$ cat config.mk
export PLATFORM = sky130hd
export DESIGN_NAME = sdram_cmd_monitor
export DESIGN_NICKNAME = d
export VERILOG_FILES = /design/src/rtl/sdram_mon_pkg.sv /design/src/rtl/sdram_mon_decode.sv /design/src/rtl/sdram_mon_banks.sv /design/src/rtl/sdram_mon_burst.sv /design/src/rtl/sdram_cmd_monitor.sv
export SDC_FILE = /design/constraint.sdc
export NUM_CORES = 1
export LEC_CHECK = 0
export BUFFER_PORTS_ARGS = -buffer_cell sky130_fd_sc_hd__buf_2
export CELL_PAD_IN_SITES_DETAIL_PLACEMENT = 0
export CELL_PAD_IN_SITES_GLOBAL_PLACEMENT = 1
export CORE_AREA = 10 10 90 92
export CTS_BUF_LIST = sky130_fd_sc_hd__clkbuf_2 sky130_fd_sc_hd__clkbuf_4 sky130_fd_sc_hd__clkbuf_8
export DETAILED_ROUTE_END_ITERATION = 12
export DIE_AREA = 0 0 100 102
export PLACE_DENSITY_LB_ADDON = 0.1
export SLEW_MARGIN = 20
export SYNTH_ARGS = -nofsm -noshare
export SYNTH_HDL_FRONTEND = slang
export SYNTH_SLANG_ARGS = --single-unit
$ cat constraint.sdc
create_clock -name clk -period 1.7 [get_ports clk]
set_input_delay 0.085 -clock clk [delete_from_list [all_inputs] [get_ports clk]]
set_output_delay 0.085 -clock clk [all_outputs]
set_load 0.01 [all_outputs]
$ cat src/rtl/sdram_mon_pkg.sv
package sdram_mon_pkg;

    typedef enum logic [2:0] {
        CMD_NOP,
        CMD_ACT,
        CMD_RD,
        CMD_WR,
        CMD_PRE,
        CMD_REF,
        CMD_MRS,
        CMD_BST
    } cmd_e;

    // error vector bit positions
    localparam int ERR_N     = 6;
    localparam int E_MRS_ST  = 5;
    localparam int E_MRS_GAP = 4;
    localparam int E_REF     = 3;
    localparam int E_BANK    = 2;
    localparam int E_LOCK    = 1;
    localparam int E_TRP     = 0;

    // idle edges required after a mode-register write
    localparam int MRS_GAP   = 2;

endpackage

$ cat src/rtl/sdram_mon_decode.sv
module sdram_mon_decode
    import sdram_mon_pkg::*;
(
    input  logic cs_n_i,
    input  logic ras_n_i,
    input  logic cas_n_i,
    input  logic we_n_i,
    output cmd_e cmd_o
);

    // strobe pattern to command
    always_comb begin
        cmd_o = CMD_NOP;
        if (!cs_n_i) begin
            case ({ras_n_i, cas_n_i, we_n_i})
                3'b011:  cmd_o = CMD_ACT;
                3'b101:  cmd_o = CMD_RD;
                3'b100:  cmd_o = CMD_WR;
                3'b010:  cmd_o = CMD_PRE;
                3'b001:  cmd_o = CMD_REF;
                3'b000:  cmd_o = CMD_MRS;
                3'b110:  cmd_o = CMD_BST;
                default: cmd_o = CMD_NOP;
            endcase
        end
    end

endmodule

$ cat src/rtl/sdram_mon_banks.sv
module sdram_mon_banks #(
    parameter int NUM_BANKS = 4,
    parameter int TRP       = 3
) (
    input  logic                 clk,
    input  logic                 rst_n,
    input  logic [NUM_BANKS-1:0] act_i,
    input  logic [NUM_BANKS-1:0] pre_i,
    input  logic [NUM_BANKS-1:0] close_i,
    output logic [NUM_BANKS-1:0] active_o,
    output logic [NUM_BANKS-1:0] recov_o
);

    localparam int TRP_W = $clog2(TRP + 1);

    typedef struct packed {
        logic             open;
        logic [TRP_W-1:0] trp;
    } bank_st_t;

    for (genvar b = 0; b < NUM_BANKS; b++) begin : g_bank
        bank_st_t st_d, st_q;

        always_comb begin
            st_d = st_q;
            if (st_q.trp != '0) begin
                st_d.trp = st_q.trp - 1'b1;
            end
            if (pre_i[b]) begin
                st_d.open = 1'b0;
            end
            if (close_i[b]) begin
                st_d.open = 1'b0;
                st_d.trp  = TRP_W'(TRP);
            end
            if (act_i[b]) begin
                st_d.open = 1'b1;
            end
        end

        always_ff @(posedge clk) begin
            if (!rst_n) begin
                st_q <= '0;
            end else begin
                st_q <= st_d;
            end
        end

        assign active_o[b] = st_q.open;
        assign recov_o[b]  = (st_q.trp != '0);

        // a recovering bank is never open
        a_r8_closed_in_recovery : assert property (@(posedge clk) disable iff (!rst_n)
            (st_q.trp != '0) |-> !st_q.open);
        // activate is only applied to a closed bank
        a_r5_no_double_open : assert property (@(posedge clk) disable iff (!rst_n)
            act_i[b] |-> !st_q.open);
        // activate is never applied during recovery
        a_r8_no_act_in_recovery : assert property (@(posedge clk) disable iff (!rst_n)
            act_i[b] |-> (st_q.trp == '0));
    end

endmodule

$ cat src/rtl/sdram_mon_burst.sv
module sdram_mon_burst #(
    parameter int BANK_W = 2,
    parameter int BL_W   = 4
) (
    input  logic              clk,
    input  logic              rst_n,
    input  logic              start_i,
    input  logic              start_ap_i,
    input  logic [BANK_W-1:0] start_bank_i,
    input  logic [BL_W-1:0]   len_i,
    input  logic              stop_i,
    output logic              lock_o,
    output logic              close_o,
    output logic [BANK_W-1:0] close_bank_o
);

    typedef struct packed {
        logic [BL_W-1:0]   cnt;
        logic              ap;
        logic [BANK_W-1:0] bank;
    } burst_st_t;

    burst_st_t st_d, st_q;
    logic      busy;
    logic      short_ap;

    assign busy     = (st_q.cnt != '0);
    assign short_ap = start_i && start_ap_i && (len_i <= BL_W'(1));

    always_comb begin
        st_d = st_q;
        if (busy) begin
            st_d.cnt = stop_i ? '0 : st_q.cnt - 1'b1;
        end
        if (start_i) begin
            st_d.cnt  = (len_i == '0) ? '0 : len_i - 1'b1;
            st_d.ap   = start_ap_i;
            st_d.bank = start_bank_i;
        end
    end

    always_ff @(posedge clk) begin
        if (!rst_n) begin
            st_q <= '0;
        end else begin
            st_q <= st_d;
        end
    end

    // lockout while an auto-precharge burst runs
    assign lock_o       = busy && st_q.ap;
    // bank closes on the last beat, on a stop, or at once for length one
    assign close_o      = (lock_o && ((st_q.cnt == BL_W'(1)) || stop_i)) || short_ap;
    assign close_bank_o = start_i ? start_bank_i : st_q.bank;

    a_r7_no_start_in_lock : assert property (@(posedge clk) disable iff (!rst_n)
        start_i |-> !lock_o);
    a_r9_stop_ends_burst : assert property (@(posedge clk) disable iff (!rst_n)
        (stop_i && busy) |=> (st_q.cnt == '0));

endmodule

$ cat src/rtl/sdram_cmd_monitor.sv
module sdram_cmd_monitor
    import sdram_mon_pkg::*;
#(
    parameter int BANK_W = 2,
    parameter int BL_W   = 4,
    parameter int TRP    = 3
) (
    input  logic              clk,
    input  logic              rst_n,
    input  logic              clr_i,
    input  logic              cke_i,
    input  logic              cs_n_i,
    input  logic              ras_n_i,
    input  logic              cas_n_i,
    input  logic              we_n_i,
    input  logic [BANK_W-1:0] ba_i,
    input  logic              ap_i,
    input  logic [BL_W-1:0]   burst_len_i,
    output logic              err_mrs_state_o,
    output logic              err_mrs_wait_o,
    output logic              err_refresh_o,
    output logic              err_bank_state_o,
    output logic              err_ap_lock_o,
    output logic              err_trp_o,
    output logic              err_any_o
);

    localparam int NUM_BANKS = 1 << BANK_W;
    localparam int MRS_W     = $clog2(MRS_GAP + 1);

    typedef struct packed {
        logic             cke;
        logic [MRS_W-1:0] mrs_cnt;
        logic [ERR_N-1:0] err;
        logic             sticky;
    } mon_st_t;

    mon_st_t st_d, st_q;

    cmd_e                  cmd;
    logic [NUM_BANKS-1:0]  active, recov;
    logic [NUM_BANKS-1:0]  act_v, pre_v, close_v, sel_oh;
    logic                  lock, close_p;
    logic [BANK_W-1:0]     close_bank;
    logic                  valid, chk, in_gap, all_idle, is_rw;
    logic                  bank_open, bank_recov;
    logic                  rw_ok, stop_ok;

    sdram_mon_decode u_decode (
        .cs_n_i  (cs_n_i),
        .ras_n_i (ras_n_i),
        .cas_n_i (cas_n_i),
        .we_n_i  (we_n_i),
        .cmd_o   (cmd)
    );

    sdram_mon_banks #(
        .NUM_BANKS (NUM_BANKS),
        .TRP       (TRP)
    ) u_banks (
        .clk      (clk),
        .rst_n    (rst_n),
        .act_i    (act_v),
        .pre_i    (pre_v),
        .close_i  (close_v),
        .active_o (active),
        .recov_o  (recov)
    );

    sdram_mon_burst #(
        .BANK_W (BANK_W),
        .BL_W   (BL_W)
    ) u_burst (
        .clk          (clk),
        .rst_n        (rst_n),
        .start_i      (rw_ok),
        .start_ap_i   (ap_i),
        .start_bank_i (ba_i),
        .len_i        (burst_len_i),
        .stop_i       (stop_ok),
        .lock_o       (lock),
        .close_o      (close_p),
        .close_bank_o (close_bank)
    );

    assign sel_oh     = NUM_BANKS'(1) << ba_i;
    assign bank_open  = active[ba_i];
    assign bank_recov = recov[ba_i];
    assign all_idle   = (active == '0) && (recov == '0);
    assign is_rw      = (cmd == CMD_RD) || (cmd == CMD_WR);
    assign valid      = st_q.cke && (cmd != CMD_NOP);
    assign in_gap     = (st_q.mrs_cnt != '0);
    assign chk        = valid && !in_gap;

    assign rw_ok      = chk && is_rw && !lock && bank_open;
    assign stop_ok    = chk && (cmd == CMD_BST);
    assign act_v      = (chk && (cmd == CMD_ACT) && !bank_open && !bank_recov) ? sel_oh : '0;
    // all banks with ap high, addressed bank otherwise
    assign pre_v      = (chk && (cmd == CMD_PRE)) ? (ap_i ? '1 : sel_oh) : '0;
    assign close_v    = close_p ? (NUM_BANKS'(1) << close_bank) : '0;

    always_comb begin
        st_d     = st_q;
        st_d.cke = cke_i;
        st_d.err = '0;

        st_d.err[E_MRS_GAP] = valid && in_gap;
        st_d.err[E_MRS_ST]  = chk && (cmd == CMD_MRS) && !all_idle;
        st_d.err[E_REF]     = chk && (cmd == CMD_REF) && !all_idle;
        st_d.err[E_LOCK]    = chk && is_rw && lock;
        st_d.err[E_BANK]    = chk && (((cmd == CMD_ACT) && bank_open) ||
                                      (is_rw && !lock && !bank_open));
        st_d.err[E_TRP]     = chk && (cmd == CMD_ACT) && !bank_open && bank_recov;

        if (in_gap) begin
            st_d.mrs_cnt = st_q.mrs_cnt - 1'b1;
        end
        if (chk && (cmd == CMD_MRS) && all_idle) begin
            st_d.mrs_cnt = MRS_W'(MRS_GAP);
        end

        // a new error wins over a clear at the same edge
        st_d.sticky = (st_q.sticky && !clr_i) || (st_d.err != '0);
    end

    always_ff @(posedge clk) begin
        if (!rst_n) begin
            st_q     <= '0;
            st_q.cke <= 1'b1;
        end else begin
            st_q <= st_d;
        end
    end

    assign err_mrs_state_o  = st_q.err[E_MRS_ST];
    assign err_mrs_wait_o   = st_q.err[E_MRS_GAP];
    assign err_refresh_o    = st_q.err[E_REF];
    assign err_bank_state_o = st_q.err[E_BANK];
    assign err_ap_lock_o    = st_q.err[E_LOCK];
    assign err_trp_o        = st_q.err[E_TRP];
    assign err_any_o        = st_q.sticky;

    a_r2_mrs_origin : assert property (@(posedge clk) disable iff (!rst_n)
        err_mrs_state_o |-> $past(cmd == CMD_MRS));
    a_r3_gap_origin : assert property (@(posedge clk) disable iff (!rst_n)
        err_mrs_wait_o |-> $past(cmd != CMD_NOP));
    a_r4_ref_origin : assert property (@(posedge clk) disable iff (!rst_n)
        err_refresh_o |-> $past(cmd == CMD_REF));
    a_r11_sticky_hold : assert property (@(posedge clk) disable iff (!rst_n)
        (err_any_o && !clr_i) |=> err_any_o);
    a_r11_sticky_covers : assert property (@(posedge clk) disable iff (!rst_n)
        (st_q.err != '0) |-> err_any_o);
    a_r10_one_class_gap : assert property (@(posedge clk) disable iff (!rst_n)
        err_mrs_wait_o |-> ($countones(st_q.err) == 1));

endmodule

==> impl_metrics.csv, run 1 <==
group,metric,value,unit
clocking,h-tree-depth,2,
critical_path,critPathLaunchType,"flop",
drt,drt_first_pass_iters,7,
placement,place_area,2340,um^2
timing,setup_viol,10,
power,seqPwrFrac,30.1,%
global_route,grt_start_max_net_pins,15,
critical_path,path_delay_family,"multiplexers",
min_path,holdPathEnd,"err_mrs_state_o",
die,die_area,10200,um^2
power,p_comb_share,47.1,%
critical_path,cp_cell_sequence,"mux4_2, buf_6, a211o_1, a211oi_2, and2_1",
timing,slew_headroom,62.4,%
cells_and_area,n_antenna_cell,0,
placement,place_inst,337,
cells_and_area,final_util,43.1,%
synth,synth_ff_type,"dfxtp_1",
drt,drcViolationCount,0,
drt,wire_per_inst,17.2,um
critical_path,worstSetupPathType,"flop to flop",
clocking,clock_latency,280,ps
synth,synth_top_family_by_area,"simple AND/OR/NAND/NOR gates",
synth,synth_xor_area_share,2.88,%
synth,synth-seq-cells,29,
power,p_sw_share,35.2,%
global_route,grt_pass1_wl,9670,um
synth,synth-compound-area-share,25.1,%
power,clkPwrFrac,22.8,%
cells_and_area,final_common_cell,"buf_4",
job,maxCapViolCount,0,
cells_and_area,flow.area_growth_from_synthesis,47.9,%
synth,async_flop_share,0,%
global_route,top_usage_layer,"met2",
critical_path,worstPathMaxFanout,4,
drt,drtIter0Drc,77,
placement,io_buffer_count,21,
timing,fmax,0.570,GHz
critical_path,crit_required,1930,ps
cells_and_area,layout_common_cells,"buf_4 (44), dfxtp_1 (22), buf_2 (21)",
drt,vias_per_cell,5.34,
timing,hold_viol_final,0,
cells_and_area,register_area,589,um^2
critical_path,arrival,1980,ps
clocking,clk_pin_slew_worst_paths,60,ps
clocking,clockBufferDepth,2,
die,die_y,102,um
run_status,violations,"negative setup slack",
cells_and_area,fin_nets,298,
critical_path,critPathSlowestCell,"mux4_2",
cells_and_area,multi_input_area,1300,um^2
die,rows,29,
synth,synth_nets,224,
synth,synth_cell_types,67,
cells_and_area,final_layout_size_suffix_gt1_share,46.6,%
global_route,overflow,0,
critical_path,rr_worst_depth,5,
power,powerDensity,1030,nW/um^2
min_path,hold_depth,2,
cells_and_area,fin_area,2700,um^2
cells_and_area,fillers,638,
synth,synth_fa_ha_area_share,4.79,%
timing,post-route-period-util,103,%
synth,yosysSeqAreaShare,31.8,%
synth,synth_area_per_cell,9.04,um^2
synth,yosys_warnings,0,
run_status,status,"finished with violations",
placement,place.gp.congestion,0.858,
power,power.switching,984,uW
global_route,grt_pass1_vias,1929,
power,power_leakage,1.19,nW
placement,hpwl,4570,um
drt,ant_nets,0,
critical_path,ff2ff_setup_slack,-50,ps
min_path,hold_class,"primary input to flop",
timing,slew_viol_final,0,
clocking,clock-sinks,29,
critical_path,critPathCaptureType,"flop",
global_route,grt.total_usage,11.9,%
die,die_w,100,um
clocking,cts_tree,"built",
timing,tightestPinTransition,563,ps
critical_path,timing.rr.end,"err_bank_state_o",
global_route,antenna_found_initial,0,
clocking,cts-root-buf,"clkbuf_8",
critical_path,worstReg2RegStart,"u_banks.active_o[3]",
global_route,met2_usage,20.8,%
global_route,gr-usage-met3,3.17,%
critical_path,slowest_delay,540,ps
power,p_int,1.81,mW
min_path,worstHoldStart,"we_n_i",
synth,synth_edf_count,0,
synth,synthCells,202,
synth,syn-cell-area,1830,um^2
die,start_util,29.1,%
synth,yosys.area_share.simple,25.6,%
critical_path,path_buf_inv,1,
timing,setup_slack,-54.9,ps
timing,finClkSkew,7.62,ps
timing,finalCriticalPeriod,1750,ps
power,irDropWorstVdd,0.717,mV
synth,synth.mux.area_fraction,4.32,%
cells_and_area,fin_cells,354,
placement,place_ws,-141,ps
drt,wirelength,6090,um
timing,tns,-232,ps
clocking,cts_made_buffers,5,
die,core_area,6280,um^2
global_route,use_met1,13.5,%
timing,rsz0062_at_grt,"true",
die,ios,22,
drt,num_vias,1891,
## Yosys cell counts, drive strengths merged (3+ instances only)
cell type | number | area [um^2]
dfxtp | 29 | 581
inv | 14 | 52.6
nor2 | 14 | 52.6
nand3 | 9 | 45.0
nor3 | 9 | 45.0
ha | 7 | 87.6
nand2 | 7 | 26.3
a21o | 6 | 46.3
a21oi | 6 | 33.8
o211ai | 6 | 45.0
o21ai | 6 | 33.8
and2 | 5 | 31.3
buf | 5 | 36.3
o2111ai | 5 | 50.0
nand4 | 4 | 25.0
nor2b | 4 | 25.0
o221a | 4 | 45.0
o221ai | 4 | 35.0
xnor2 | 4 | 35.0
a21boi | 3 | 22.5
and3 | 3 | 18.8
and3b | 3 | 26.3
clkbuf | 3 | 11.3
mux2i | 3 | 30.0
nor3b | 3 | 27.5
## logic make-up after synthesis
family,after synthesis
buf+inv,22
flops,29
fa+ha+maj,7
xor+xnor,6
mux,5
simple gates,77
compound gates,56
## power by group through the flow
stage          clock network, mW  logic [mW]  registers (mW)
2_1_floorplan                  0       0.752           0.839
3_3_place_gp                   0        1.16           0.838
3_5_place_dp                   0        1.16           0.845
4_1_cts                    0.655        1.25           0.840
5_1_grt                    0.699        1.44           0.853
6_report                   0.636        1.32           0.841
## routing by layer
layer / part of all wire, % / up-vias
met1: 44 / 919
met4: 1.4 / 0
met2: 50 / 43
met5: 0 / -
met3: 4.1 / 8
li1: - / 921
## cell type report
class / instances / share of cell area [%]
clock buffer: 7 / 3.56
sequential: 29 / 21.8
multi-input combinational: 151 / 48.2
clock inverter: 1 / 0.185
tap: 77 / 3.56
timing repair buffer: 75 / 20.7
inverter: 14 / 1.94
## how the worst max path moves through the flow
stage,startpoint,to,slack (ps),depth (start not counted)
detailed placement,u_burst.st_q[3],u_banks.active_o[1],-140,8
CTS,u_burst.st_q[4],u_banks.g_bank[1].st_q[1],-60,6
floorplan,u_burst.st_q[3],u_banks.g_bank[3].st_q[0],-4,7
global route,u_burst.st_q[4],u_banks.g_bank[1].st_q[0],-170,7
global placement,u_banks.g_bank[2].st_q[0],err_any_o,-120,6
finish,u_banks.active_o[3],err_bank_state_o,-50,5
## through the flow
stage | hold WS (ps) | power (mW)
2_1_floorplan | 164 | 1.59
3_3_place_gp | 272 | 1.99
3_5_place_dp | 281 | 2.00
4_1_cts | 65.6 | 2.75
5_1_grt | 85.7 | 2.99
6_report | 87.2 | 2.79
## registers in the layout, indices dropped and copies added, names as in the netlist, 3 cells and up
signal               cells
u_banks.g_bank.st_q      8
st_q                     3
u_burst.st_q             7
u_banks.active_o         4
## timing repair
action | in CTS | in global routing
hold endpoints to repair | 1 | 0
buffers inserted | 3 | 6
pin swaps | 19 | 13
hold buffers | 1 | 0
gates resized for setup | 26 | 23
endpoints found under the setup margin | 20 | 21
No activity file was read; power rests on OpenSTA's default activity.
==> run 2: changes to the inputs <==
--- a/config.mk
+++ b/config.mk
@@ -5,13 +5,13 @@
 export SDC_FILE = /design/constraint.sdc
 export NUM_CORES = 1
 export LEC_CHECK = 0
-export BUFFER_PORTS_ARGS = -buffer_cell sky130_fd_sc_hd__buf_2
 export CELL_PAD_IN_SITES_DETAIL_PLACEMENT = 0
 export CELL_PAD_IN_SITES_GLOBAL_PLACEMENT = 1
 export CORE_AREA = 10 10 90 92
 export CTS_BUF_LIST = sky130_fd_sc_hd__clkbuf_2 sky130_fd_sc_hd__clkbuf_4 sky130_fd_sc_hd__clkbuf_8
 export DETAILED_ROUTE_END_ITERATION = 12
 export DIE_AREA = 0 0 100 102
+export DONT_BUFFER_PORTS = 1
 export PLACE_DENSITY_LB_ADDON = 0.1
 export SLEW_MARGIN = 20
 export SYNTH_ARGS = -nofsm -noshare
==> constraint.sdc (replaced) <==
create_clock -name clk -period 1.9 [get_ports clk]
set_input_delay 0.095 -clock clk [delete_from_list [all_inputs] [get_ports clk]]
set_output_delay 0.095 -clock clk [all_outputs]
set_load 0.01 [all_outputs]
==> impl_metrics.csv, run 2 (same netlist as run 1, synthesis figures left out) <==
group,metric,value,unit
die,start_util,29.1,%
timing,tightestPinTransition,582,ps
timing,slew_headroom,61.1,%
cells_and_area,fin_cells,301,
critical_path,worstReg2RegStart,"u_burst.st_q[3]",
drt,drtIter0Drc,92,
global_route,grt_pass1_wl,8670,um
global_route,grt.total_usage,10.7,%
critical_path,rr_worst_depth,6,
power,power.switching,783,uW
die,rows,29,
power,seqPwrFrac,33.7,%
timing,whs,23.5,ps
critical_path,worstSetupPathType,"flop to flop",
global_route,met2_usage,18.0,%
die,ios,22,
clocking,h-tree-depth,2,
power,p_comb_share,43.1,%
min_path,hold_depth,2,
drt,ant_nets,0,
run_status,status,"completed",
cells_and_area,register_area,581,um^2
die,core_area,6280,um^2
placement,place_ws,-24.0,ps
die,die_y,102,um
cells_and_area,final_layout_size_suffix_gt1_share,18.3,%
global_route,use_met1,12.6,%
placement,io_buffer_count,0,
critical_path,crit_required,2130,ps
die,die_w,100,um
min_path,hold_class,"primary input to flop",
drt,drcViolationCount,0,
cells_and_area,final_common_cell,"dfxtp_1",
timing,fmax,0.550,GHz
job,maxCapViolCount,0,
drt,wire_per_inst,17.6,um
clocking,cts_tree,"built",
placement,place_inst,288,
drt,drt_first_pass_iters,4,
min_path,worstHoldStart,"burst_len_i[3]",
critical_path,cp-startpoint,"u_burst.st_q[3]",
power,p_sw_share,35.3,%
critical_path,ff2ff_setup_slack,80,ps
cells_and_area,fillers,658,
timing,hold_viol_final,0,
timing,finClkSkew,9.78,ps
power,p_int,1.43,mW
cells_and_area,multi_input_area,1180,um^2
cells_and_area,n_antenna_cell,0,
global_route,antenna_found_initial,0,
clocking,cts-root-buf,"clkbuf_8",
cells_and_area,largest_reg_flops,8,
power,clkPwrFrac,23.1,%
placement,place_area,2020,um^2
global_route,grt_start_max_net_pins,14,
cells_and_area,final_util,34.8,%
power,irDropWorstVdd,0.403,mV
critical_path,worstPathMaxFanout,4,
critical_path,critPathLaunchType,"flop",
cells_and_area,largest-register,"u_banks.g_bank.st_q",
cells_and_area,flow.area_growth_from_synthesis,19.7,%
critical_path,critPathCaptureType,"flop",
global_route,gr-usage-met3,3.37,%
placement,hpwl,4060,um
global_route,overflow,0,
power,powerDensity,1010,nW/um^2
power,power_leakage,0.863,nW
clocking,cts_made_buffers,5,
clocking,clock-sinks,29,
timing,setup_slack,83.3,ps
timing,finalCriticalPeriod,1820,ps
cells_and_area,layout_common_cells,"dfxtp_1 (29), buf_4 (15), inv_1 (14), nor2_1 (14)",
clocking,clk_pin_slew_worst_paths,60,ps
critical_path,crit_path_end,"err_any_o",
clocking,clockBufferDepth,2,
drt,vias_per_cell,5.51,
drt,wirelength,5300,um
die,die_area,10200,um^2
drt,num_vias,1660,
power,finalPower,2.22,mW
global_route,grt_pass1_vias,1617,
timing,post-route-period-util,95.6,%
critical_path,timing.rr.end,"err_any_o",
timing,tns,0,ps
global_route,top_usage_layer,"met2",
clocking,clock_latency,290,ps
timing,slew_viol_final,0,
timing,rsz0062_at_grt,"true",
timing,setup_viol,0,
placement,place.gp.congestion,0.805,
critical_path,arrival,2050,ps
cells_and_area,fin_area,2190,um^2
cells_and_area,fin_nets,245,
==> run 2: worst max-delay path, cell delays in order (launching register included) <==
cell,delay (ps)
dfxtp_1,310
inv_1,90
ha_1,180
or3b_1,430
a211o_1,330
a211oi_2,260
o31a_1,170
==> run 2: power by group through the flow <==
| stage | Sequential (mW) | Combinational, mW | Clock (mW) |
|---|---|---|---|
| floorplan | 0.748 | 0.667 | 0 |
| global placement | 0.756 | 0.904 | 0 |
| CTS | 0.743 | 0.927 | 0.527 |
| detailed placement | 0.757 | 0.905 | 0 |
| global route | 0.757 | 1.08 | 0.548 |
| finish | 0.747 | 0.956 | 0.513 |
==> run 2: worst min-delay path by stage <==
stage | to | slack, ps
after floorplan | err_mrs_state_o | 170
after global placement | err_mrs_state_o | 180
after detailed placement | err_mrs_state_o | 180
after CTS | u_burst.st_q[6] | 20
after global routing | u_banks.active_o[1] | 40
final | u_burst.st_q[6] | 20
==> run 2: cell type report <==
| class | instances | area share [%] |
|---|---|---|
| flip-flops and latches | 29 | 26.5 |
| repair buffers | 22 | 8.87 |
| inverters | 14 | 2.40 |
| well taps | 77 | 4.41 |
| clock buffers | 6 | 3.49 |
| clock inverters | 2 | 0.458 |
| multi-input cells | 151 | 53.8 |
==> run 2: repair_timing <==
item	4_1_cts	5_1_grt
setup buffers	0	0
gates resized for setup	1	5
pin swaps	0	1
endpoints found under the hold margin	16	0
endpoints found under the setup margin	2	8
hold buffers	5	0
==> run 2: per-layer routing <==
layer	share of wire, %	wire (um)
met5	0	0
met4	1.7	91
met1	43	2280
met2	49	2580
met3	6.6	351
==> run 3: changes to the inputs <==
--- a/config.mk
+++ b/config.mk
@@ -13,6 +13,7 @@
 export DIE_AREA = 0 0 100 102
 export DONT_BUFFER_PORTS = 1
 export PLACE_DENSITY_LB_ADDON = 0.1
+export REMOVE_ABC_BUFFERS = 1
 export SLEW_MARGIN = 20
 export SYNTH_ARGS = -nofsm -noshare
 export SYNTH_HDL_FRONTEND = slang
==> impl_metrics.csv, run 3 (same netlist as run 1, synthesis figures left out) <==
group,metric,value,unit
run_status,status,"completed",
cells_and_area,final_util,36.0,%
critical_path,crit_path_end,"u_burst.st_q[6]",
power,irDropWorstVdd,0.494,mV
die,die_y,102,um
global_route,grt.total_usage,10.8,%
critical_path,worstSetupPathType,"flop to flop",
clocking,cts_made_buffers,5,
critical_path,timing.rr.end,"u_burst.st_q[6]",
global_route,grt_pass1_vias,1667,
critical_path,worstReg2RegStart,"u_burst.st_q[4]",
drt,drt_first_pass_iters,4,
global_route,grt_pass1_wl,8760,um
critical_path,ff2ff_setup_slack,50,ps
die,die_w,100,um
cells_and_area,flow.area_growth_from_synthesis,23.8,%
die,start_util,29.1,%
global_route,grt_start_max_net_pins,14,
clocking,cts_tree,"built",
cells_and_area,fillers,644,
timing,fmax,0.539,GHz
placement,hpwl,4030,um
clocking,clk_pin_slew_worst_paths,70,ps
cells_and_area,multi_input_area,1230,um^2
power,powerDensity,1020,nW/um^2
clocking,clock-sinks,29,
job,maxCapViolCount,0,
clocking,h-tree-depth,2,
drt,drtIter0Drc,96,
power,power_leakage,0.872,nW
die,die_area,10200,um^2
drt,ant_nets,0,
timing,slew_viol_final,0,
timing,setup_viol,0,
critical_path,cp-startpoint,"u_burst.st_q[4]",
global_route,overflow,0,
timing,slew_headroom,59.5,%
cells_and_area,register_area,587,um^2
placement,place_inst,283,
critical_path,critPathCaptureType,"flop",
critical_path,cp_cell_sequence,"inv_1, ha_2, nor3b_4, buf_4, o2111a_2, buf_12, or3_4, a21oi_2",
drt,num_vias,1684,
timing,tightestPinTransition,606,ps
drt,wirelength,5550,um
critical_path,worstPathMaxFanout,6,
critical_path,critPathSlowestCell,"dfxtp_1",
critical_path,arrival,2060,ps
cells_and_area,layout_common_cells,"dfxtp_1 (24), buf_4 (15), nor2_1 (14)",
placement,io_buffer_count,0,
drt,wire_per_inst,18.4,um
cells_and_area,largest_reg_flops,8,
critical_path,slowest_delay,330,ps
timing,post-route-period-util,97.6,%
timing,tns,0,ps
cells_and_area,final_layout_size_suffix_gt1_share,22.2,%
timing,hold_viol_final,0,
clocking,clockBufferDepth,2,
critical_path,critPathLaunchType,"flop",
cells_and_area,final_common_cell,"dfxtp_1",
clocking,clock_latency,280,ps
global_route,antenna_found_initial,0,
die,ios,22,
timing,finalCriticalPeriod,1850,ps
cells_and_area,fin_cells,302,
drt,vias_per_cell,5.58,
critical_path,rr_worst_depth,8,
placement,place.gp.congestion,0.850,
min_path,hold_class,"primary input to flop",
die,core_area,6280,um^2
cells_and_area,largest-register,"u_banks.g_bank.st_q",
cells_and_area,n_antenna_cell,0,
critical_path,crit_required,2110,ps
drt,drcViolationCount,0,
timing,finClkSkew,8.10,ps
cells_and_area,fin_nets,246,
die,rows,29,
clocking,cts-root-buf,"clkbuf_8",
-- run 3: cell types whose count changed in the layout (fill, tap and decap cells not counted), moves of 2 or more --
| cell | previous run | this run |
|---|---|---|
| o2111ai_2 | 2 | 0 |
| dfxtp_2 | 0 | 5 |
| clkbuf_8 | 5 | 7 |
| o2111ai_4 | 0 | 2 |
| dfxtp_1 | 29 | 24 |
-- run 3: area by class of cell --
type | count | area share, %
clock inverters | 1 | 0.221
well taps | 77 | 4.26
clock buffers | 7 | 4.26
repair buffers | 22 | 8.52
flip-flops and latches | 29 | 25.9
inverters | 14 | 2.32
multi-input cells | 152 | 54.5
-- run 3: power breakdown --
| group | switching [mW] | internal (mW) | leakage [nW] |
|---|---|---|---|
| combinational | 0.500 | 0.491 | 0.580 |
| sequential | 0.0609 | 0.692 | 0.238 |
| clock | 0.241 | 0.327 | 0.0542 |
-- run 3: worst max-delay path: cells and delay by family (launching register included) --
kind / cells / cell delay, ps
and+or+nand+nor: 2 / 470
adders and majority gates: 1 / 180
AOI/OAI and AO/OA: 2 / 430
DFF: 1 / 330
buffers and inverters: 3 / 370
-- run 3: stage by stage --
| step | hold WS, ps | instance area, um^2 | power [mW] | worst slack, ps |
|---|---|---|---|---|
| after floorplan | 168 | 1780 | 1.39 | 78.9 |
| after global placement | 173 | 1980 | 1.60 | -5.68 |
| after detailed placement | 179 | 1980 | 1.61 | -2.74 |
| after CTS | 2.68 | 2160 | 2.23 | 33.1 |
| after global routing | 9.02 | 2260 | 2.50 | -1.93 |
| final | 10.1 | 2260 | 2.31 | 46.3 |
-- run 3: worst min-delay path by stage --
stage / start / to / slack [ps] / cells after the start
global placement: rst_n / st_q[9] / 170 / 1
finish: ba_i[0] / u_banks.active_o[3] / 10 / 2
floorplan: rst_n / st_q[9] / 170 / 1
global route: ba_i[0] / u_banks.active_o[3] / 9 / 2
CTS: ba_i[0] / u_banks.active_o[3] / 3 / 2
detailed placement: rst_n / st_q[9] / 180 / 1
-- run 3: repair_timing --
item | in CTS | in global routing
cloned | 0 | 1
buffers inserted | 1 | 3
endpoints found under the setup margin | 3 | 13
endpoints found under the hold margin | 17 | 0
hold buffers | 6 | 0
gates resized for setup | 3 | 16
pin swaps | 1 | 9
-- run 3: layer usage --
metal / global-route usage [%] / wire, um / part of all wire, %
met1: 13.4 / 2480 / 45
met2: 17.2 / 2650 / 48
met3: 4.05 / 390 / 7.0
met5: 0 / 0 / 0
met4: 2.61 / 36 / 0.65
